## config.mk

```make
export PLATFORM = sky130hd
export DESIGN_NAME = sctl_top
export DESIGN_NICKNAME = d
export VERILOG_FILES = /design/src/rtl/sctl_pkg.sv /design/src/rtl/sctl_rst_pulse.sv /design/src/rtl/sctl_regs.sv /design/src/rtl/sctl_frame_gen.sv /design/src/rtl/sctl_top.sv
export SDC_FILE = /design/constraint.sdc
export NUM_CORES = 1
export LEC_CHECK = 0
export ABC_AREA = 1
export BUFFER_PORTS_ARGS = -buffer_cell sky130_fd_sc_hd__buf_4
export CAP_MARGIN = 20
export CORE_MARGIN = 2
export CORE_UTILIZATION = 30
export DETAILED_ROUTE_END_ITERATION = 8
export PLACE_DENSITY = 0.54
export SETUP_SLACK_MARGIN = 0.02
export SYNTH_ARGS = -nofsm -noshare
export SYNTH_HDL_FRONTEND = slang
export SYNTH_HIERARCHICAL = 1
export SYNTH_SLANG_ARGS = --single-unit
```

## constraint.sdc

```tcl
create_clock -name clk -period 1.9 [get_ports clk]
set_clock_uncertainty 0.05 [all_clocks]
set_input_delay 0.285 -clock clk [delete_from_list [all_inputs] [get_ports clk]]
set_output_delay 0.285 -clock clk [all_outputs]
set_load 0.05 [all_outputs]
```

## src/rtl/sctl_pkg.sv

```systemverilog
package sctl_pkg;
  // control word bit positions
  localparam int SRST_BIT   = 0;
  localparam int STREAM_BIT = 2;

  // register addresses
  localparam int A_CTRL  = 0;
  localparam int A_IFCFG = 1;
  localparam int A_FCNT  = 2;
  localparam int A_CORE  = 3;

  // cycles per line including horizontal blanking
  function automatic int line_cycles(input int pix, input int hblank);
    return pix + hblank;
  endfunction

  // lines per frame including vertical blanking
  function automatic int frame_lines(input int lines, input int vblank);
    return lines + vblank;
  endfunction
endpackage

```

## src/rtl/sctl_rst_pulse.sv

```systemverilog
module sctl_rst_pulse #(
  parameter int PULSE_LEN = 4
) (
  input  logic clk,
  input  logic rst_n,
  input  logic trig,
  output logic pulse_o
);
  localparam int CW = $clog2(PULSE_LEN + 1);

  logic [CW-1:0] remain;

  always_ff @(posedge clk or negedge rst_n) begin
    if (!rst_n)            remain <= '0;
    else if (trig)         remain <= CW'(PULSE_LEN);
    else if (remain != '0) remain <= remain - 1'b1;
  end

  assign pulse_o = (remain != '0);
endmodule

```

## src/rtl/sctl_regs.sv

```systemverilog
module sctl_regs
  import sctl_pkg::*;
#(
  parameter int          ADDR_W    = 4,
  parameter int          DATA_W    = 16,
  parameter int          CORE_W    = 8,
  parameter int          CNT_W     = 16,
  parameter logic [15:0] IFCFG_RST = 16'h0020
) (
  input  logic              clk,
  input  logic              rst_n,
  input  logic              core_rst,
  input  logic              wr_en,
  input  logic [ADDR_W-1:0] addr,
  input  logic [DATA_W-1:0] wdata,
  input  logic [CNT_W-1:0]  frame_cnt,
  output logic [DATA_W-1:0] rdata,
  output logic              srst_req,
  output logic              stream_en,
  output logic [DATA_W-1:0] if_cfg
);
  logic [CORE_W-1:0] core_cfg;
  logic sel_ctrl, sel_if, sel_core;

  assign sel_ctrl = (addr == ADDR_W'(A_CTRL));
  assign sel_if   = (addr == ADDR_W'(A_IFCFG));
  assign sel_core = (addr == ADDR_W'(A_CORE));

  // soft reset request is a strobe; the bit itself is never stored
  assign srst_req = wr_en && sel_ctrl && wdata[SRST_BIT];

  // interface side: only the hard reset touches these
  always_ff @(posedge clk or negedge rst_n) begin
    if (!rst_n) begin
      stream_en <= 1'b0;
      if_cfg    <= DATA_W'(IFCFG_RST);
    end else if (wr_en) begin
      if (sel_ctrl) stream_en <= wdata[STREAM_BIT];
      if (sel_if)   if_cfg    <= wdata;
    end
  end

  // core side: cleared by the soft-reset pulse as well
  always_ff @(posedge clk or negedge rst_n) begin
    if (!rst_n)                     core_cfg <= '0;
    else if (core_rst)              core_cfg <= '0;
    else if (wr_en && sel_core)     core_cfg <= wdata[CORE_W-1:0];
  end

  always_comb begin
    rdata = '0;
    case (addr)
      ADDR_W'(A_CTRL):  rdata[STREAM_BIT] = stream_en;
      ADDR_W'(A_IFCFG): rdata = if_cfg;
      ADDR_W'(A_FCNT):  rdata = DATA_W'(frame_cnt);
      ADDR_W'(A_CORE):  rdata = DATA_W'(core_cfg);
      default:          rdata = '0;
    endcase
  end
endmodule

```

## src/rtl/sctl_frame_gen.sv

```systemverilog
module sctl_frame_gen
  import sctl_pkg::*;
#(
  parameter int LINE_PIX = 8,
  parameter int HBLANK   = 2,
  parameter int LINES    = 4,
  parameter int VBLANK   = 3,
  parameter int CNT_W    = 16
) (
  input  logic             clk,
  input  logic             rst_n,
  input  logic             hold,
  input  logic             stream_en,
  output logic             fv,
  output logic             lv,
  output logic             sof,
  output logic [CNT_W-1:0] frame_cnt
);
  localparam int LT = line_cycles(LINE_PIX, HBLANK);
  localparam int FT = frame_lines(LINES, VBLANK);
  localparam int HW = $clog2(LT);
  localparam int VW = $clog2(FT);

  logic          act;
  logic [HW-1:0] hpos;
  logic [VW-1:0] vpos;

  // run flag: dropped at once on hold, follows streaming otherwise
  always_ff @(posedge clk or negedge rst_n) begin
    if (!rst_n)    act <= 1'b0;
    else if (hold) act <= 1'b0;
    else           act <= stream_en;
  end

  always_ff @(posedge clk or negedge rst_n) begin
    if (!rst_n) begin
      hpos <= '0;
      vpos <= '0;
    end else if (hold || !act) begin
      hpos <= '0;
      vpos <= '0;
    end else if (hpos == HW'(LT - 1)) begin
      hpos <= '0;
      vpos <= (vpos == VW'(FT - 1)) ? '0 : vpos + 1'b1;
    end else begin
      hpos <= hpos + 1'b1;
    end
  end

  assign sof = act && (hpos == '0) && (vpos == '0);
  assign fv  = act && (vpos < VW'(LINES));
  assign lv  = fv && (hpos < HW'(LINE_PIX));

  always_ff @(posedge clk or negedge rst_n) begin
    if (!rst_n)    frame_cnt <= '0;
    else if (hold) frame_cnt <= '0;
    else if (sof)  frame_cnt <= frame_cnt + 1'b1;
  end
endmodule

```

## src/rtl/sctl_top.sv

```systemverilog
module sctl_top #(
  parameter int ADDR_W    = 4,
  parameter int DATA_W    = 16,
  parameter int CNT_W     = 16,
  parameter int PULSE_LEN = 4,
  parameter int LINE_PIX  = 8,
  parameter int HBLANK    = 2,
  parameter int LINES     = 4,
  parameter int VBLANK    = 3
) (
  input  logic              clk,
  input  logic              rst_n,
  input  logic              reg_wr,
  input  logic [ADDR_W-1:0] reg_addr,
  input  logic [DATA_W-1:0] reg_wdata,
  output logic [DATA_W-1:0] reg_rdata,
  output logic              core_rst_o,
  output logic              frame_valid_o,
  output logic              line_valid_o,
  output logic              frame_start_o,
  output logic [CNT_W-1:0]  frame_cnt_o
);
  // named internal events, visible to the bound checker
  logic              srst_req;
  logic              stream_en;
  logic              core_rst;
  logic              frame_hold;
  logic [DATA_W-1:0] if_cfg;

  sctl_regs #(
    .ADDR_W(ADDR_W), .DATA_W(DATA_W), .CORE_W(8), .CNT_W(CNT_W),
    .IFCFG_RST(16'h0020)
  ) u_regs (
    .clk(clk), .rst_n(rst_n), .core_rst(core_rst),
    .wr_en(reg_wr), .addr(reg_addr), .wdata(reg_wdata),
    .frame_cnt(frame_cnt_o), .rdata(reg_rdata),
    .srst_req(srst_req), .stream_en(stream_en), .if_cfg(if_cfg)
  );

  sctl_rst_pulse #(.PULSE_LEN(PULSE_LEN)) u_pulse (
    .clk(clk), .rst_n(rst_n), .trig(srst_req), .pulse_o(core_rst)
  );

  // the frame generator drops its frame on the request edge and waits out the pulse
  assign frame_hold = srst_req || core_rst;

  sctl_frame_gen #(
    .LINE_PIX(LINE_PIX), .HBLANK(HBLANK), .LINES(LINES), .VBLANK(VBLANK),
    .CNT_W(CNT_W)
  ) u_fgen (
    .clk(clk), .rst_n(rst_n), .hold(frame_hold), .stream_en(stream_en),
    .fv(frame_valid_o), .lv(line_valid_o), .sof(frame_start_o),
    .frame_cnt(frame_cnt_o)
  );

  assign core_rst_o = core_rst;
endmodule

```

==> impl_metrics.env <==
export IMPL_dp_cells=590
export IMPL_worst_supply_voltage_drop_on_vdd_v=0.000329
export IMPL_clk_latency_ps=300
export IMPL_fin_cells=600
export IMPL_syn_nets=430
export IMPL_flip_flop_and_latch_count_after_synthesis=52
export IMPL_synth_sequential_area_ratio_pct=44.7
export IMPL_post_route_period_util_pct=90.9
export IMPL_cts_tree="done"
export IMPL_worstHoldPathType="primary input to register"
export IMPL_detail_route_wl_per_cell_um=12.7
export IMPL_n_antenna_cell=0
export IMPL_via_count=2785
export IMPL_h_tree_levels=2
export IMPL_gr_total_overflow=0
export IMPL_ys_dominant_reg_cell="sky130_fd_sc_hd__dfrtp_1"
export IMPL_drt_pre_antenna_iters=4
export IMPL_leakage_power_nw=1.86
export IMPL_yosys_area_top_type_share_pct=43.8
export IMPL_min_period_ps=1730
export IMPL_worst_endpoint_required_ps=1560
export IMPL_hold_viol_final=0
export IMPL_grt_util_all_layers_pct=15.5
export IMPL_cp_cell_sequence="inv_1 > ha_1 > nand3_1 > nor2_2 > buf_6"
export IMPL_critPathArrivalTime_ps=1390
export IMPL_route_detailed_vias_per_inst=4.64
export IMPL_fp_rows=35
export IMPL_critical_path_endpoint_type="output pin"
export IMPL_gpl_final_weighted_congestion=0.839
export IMPL_cts_root_buf="sky130_fd_sc_hd__clkbuf_8"
export IMPL_clock_sink_count=52
export IMPL_worstSetupPathType="register to output pin"
export IMPL_post_route_cells_drive_above_1_share_pct=21.7
export IMPL_worst_setup_hold_path_clk_slew_ps=90
export IMPL_syn_area_sq_mm=0.00291
export IMPL_combPwrFrac_pct=31.6
export IMPL_outcome="finished, final reports clean"
export IMPL_asyncSetResetFlopFracSynth_pct=100
export IMPL_pwr_density_cell_mw_per_mm2=854
export IMPL_syn_area_per_cell_sq_um=7.27
export IMPL_cts_buffers=5
export IMPL_crit_path_max_fanout=5
export IMPL_timing_max_transition_violations_final=0
export IMPL_netlist_top_cells_count="sky130_fd_sc_hd__nand2_1, sky130_fd_sc_hd__nand3_1, sky130_fd_sc_hd__dfrtp_1"
export IMPL_power_frac_clock_pct=24.3
export IMPL_synth_most_common_cell="sky130_fd_sc_hd__nand2_1"
export IMPL_internal_power_mw=2.01
export IMPL_boundaryPins=59
export IMPL_grt_pass1_wl_mm=12.9
export IMPL_setup_viol=0
export IMPL_antenna_found_initial=0
export IMPL_timing_worst_slew_pin_value_ps=668
export IMPL_totalNegativeSetupSlack_ps=0
export IMPL_clock_path_buffers=2
export IMPL_design_core_area_sq_mm=0.00933
export IMPL_total_switching_power_mw=1.13
export IMPL_worst_setup_path_start_kind="register"
export IMPL_drt_total_wl_mm=7.63
export IMPL_detailedRoute_firstIterationViolations=130
export IMPL_largest_net_degree_at_the_start_of_global_routing=53
export IMPL_setup_repair_after_global_routing_missed_its_margin="false"
export IMPL_die_width_um=103
export IMPL_crit_path_max_incr_delay_ps=440
export IMPL_grt_pass1_vias=2732
export IMPL_synth_top_cells_by_area="sky130_fd_sc_hd__dfrtp_1, sky130_fd_sc_hd__nand2_1, sky130_fd_sc_hd__nand3_1"
export IMPL_placement_io_buffers=58
export IMPL_seq_power_share_pct=44.1
export IMPL_final_antenna_net_count=0
export IMPL_drc=0
export IMPL_area_delta_synth_final_pct=26.1
export IMPL_ys_warn_count=6
export IMPL_maxSlewHeadroom_pct=55.4
export IMPL_syn_inst=401
export IMPL_fp_dieArea_sq_mm=0.0105
export IMPL_start_util_pct=31.2
export IMPL_post_synth_top_area_cell="sky130_fd_sc_hd__dfrtp_1"
export IMPL_synth_distinct_cells=29
export IMPL_die_h_um=103
export IMPL_finish_net_count=499
export IMPL_crit_path_top_delay_cell="sky130_fd_sc_hd__dfrtp_1"
export IMPL_power_share_switching_pct=36.0
export IMPL_max_cap_viol_count=0
export IMPL_post_dp_hpwl_mm=5.55
export IMPL_achievable_frequency_mhz=579
export IMPL_synth_edff_count=0
-- logic make-up after synthesis --
family,synth area share [%]
adder cells (fa/ha/maj),2.58
flip-flops,44.7
buffers and inverters,9.10
XOR/XNOR,0.301
AO/OA/AOI/OAI,6.78
AND/OR/NAND/NOR,36.5
-- layer usage --
| metal | vias to the layer above | track usage, % | routed length, um |
|---|---|---|---|
| li1 | 1401 | - | - |
| met1 | 1311 | 20.7 | 3490 |
| met2 | 69 | 25.4 | 3720 |
| met3 | 4 | 3.32 | 360 |
| met4 | 0 | 4.31 | 64 |
| met5 | - | 0 | 0 |
-- cell type report --
type                       instances  area, sq um
multi-input combinational        283         1350
fill                             997         5650
sequential                        52         1300
clock inverter                     2         35.0
inverter                          58          218
tap                              129          161
timing repair buffer              70          532
clock buffer                       6         72.6
-- metrics by stage --
| stage | area (sq um) | hold WS, ps | total power [mW] | utilization (%) | setup WS (ps) |
|---|---|---|---|---|---|
| after global placement | 3540 | 326 | 2.37 | 37.9 | 126 |
| after global routing | 3670 | 164 | 3.36 | 39.4 | 21.4 |
| final | 3670 | 163 | 3.14 | 39.4 | 172 |
| after detailed placement | 3540 | 330 | 2.39 | 37.9 | 37.0 |
| after floorplan | 2910 | -60.6 | 2.07 | - | 114 |
| after CTS | 3660 | 153 | 3.16 | 39.2 | 20.1 |
-- state kept, by name (all words and copies together) (netlist names) --
name and count:
u_fgen/act 1, u_regs/if_cfg 16, u_regs/core_cfg 8, u_fgen/frame_cnt 16, u_fgen/vpos 3, u_fgen/hpos 4
u_pulse/remain 3, u_regs/stream_en 1
-- what timing repair did --
action / CTS / global route
buffers inserted: 0 / 1
endpoints found under the setup margin: 0 / 6
resized for setup: 0 / 4
endpoints found under the hold margin: 45 / 0
hold buffers: 1 / 0
-- path summary, 6_finish.rpt --
| kind | end | cells after the start | slack, ps | start |
|---|---|---|---|---|
| setup / recovery | frame_start_o | 5 | 170 | u_fgen/hpos[0] |
| hold / removal | u_regs/if_cfg[5] | 3 | 160 | reg_wdata[5] |
| setup reg to reg | u_fgen/vpos[2] | 9 | 180 | u_pulse/remain[0] |
| hold reg to reg | u_regs/if_cfg[5] | 2 | 430 | u_regs/if_cfg[5] |
| max in group asynchronous | u_regs/stream_en | 2 | 840 | rst_n |
| min in group asynchronous | u_pulse/remain[2] | 2 | 500 | rst_n |
-- placed cells by master (no fill, tap or decap), drive strengths merged, types with 2 or more instances in the layout --
cell	synthesis	layout
buf	7	69
nand3b	2	2
clkbuf	1	6
dfrtp	51	51
nor3	3	3
nand4	7	7
a21oi	10	10
nor2	51	51
clkinv	2	3
o21ai	25	25
inv	56	56
nand2	121	121
nand3	54	54
ha	6	6
-- power groups by stage --
stage	combinational (mW)	clock [mW]	sequential, mW
5_1_grt	1.12	0.832	1.41
2_1_floorplan	0.690	0	1.38
6_report	0.992	0.761	1.38
3_3_place_gp	0.967	0	1.40
3_5_place_dp	0.989	0	1.40
4_1_cts	0.990	0.783	1.38
-- critical path, delay by kind of cell, from the launching register on --
kind                     cells  cell delay [ps]
adder cells (fa/ha/maj)      1              160
buffers and inverters        2              260
AND/OR/NAND/NOR              2              240
flip-flops                   1              440
Note: power is estimated with default switching activity, not from simulation.
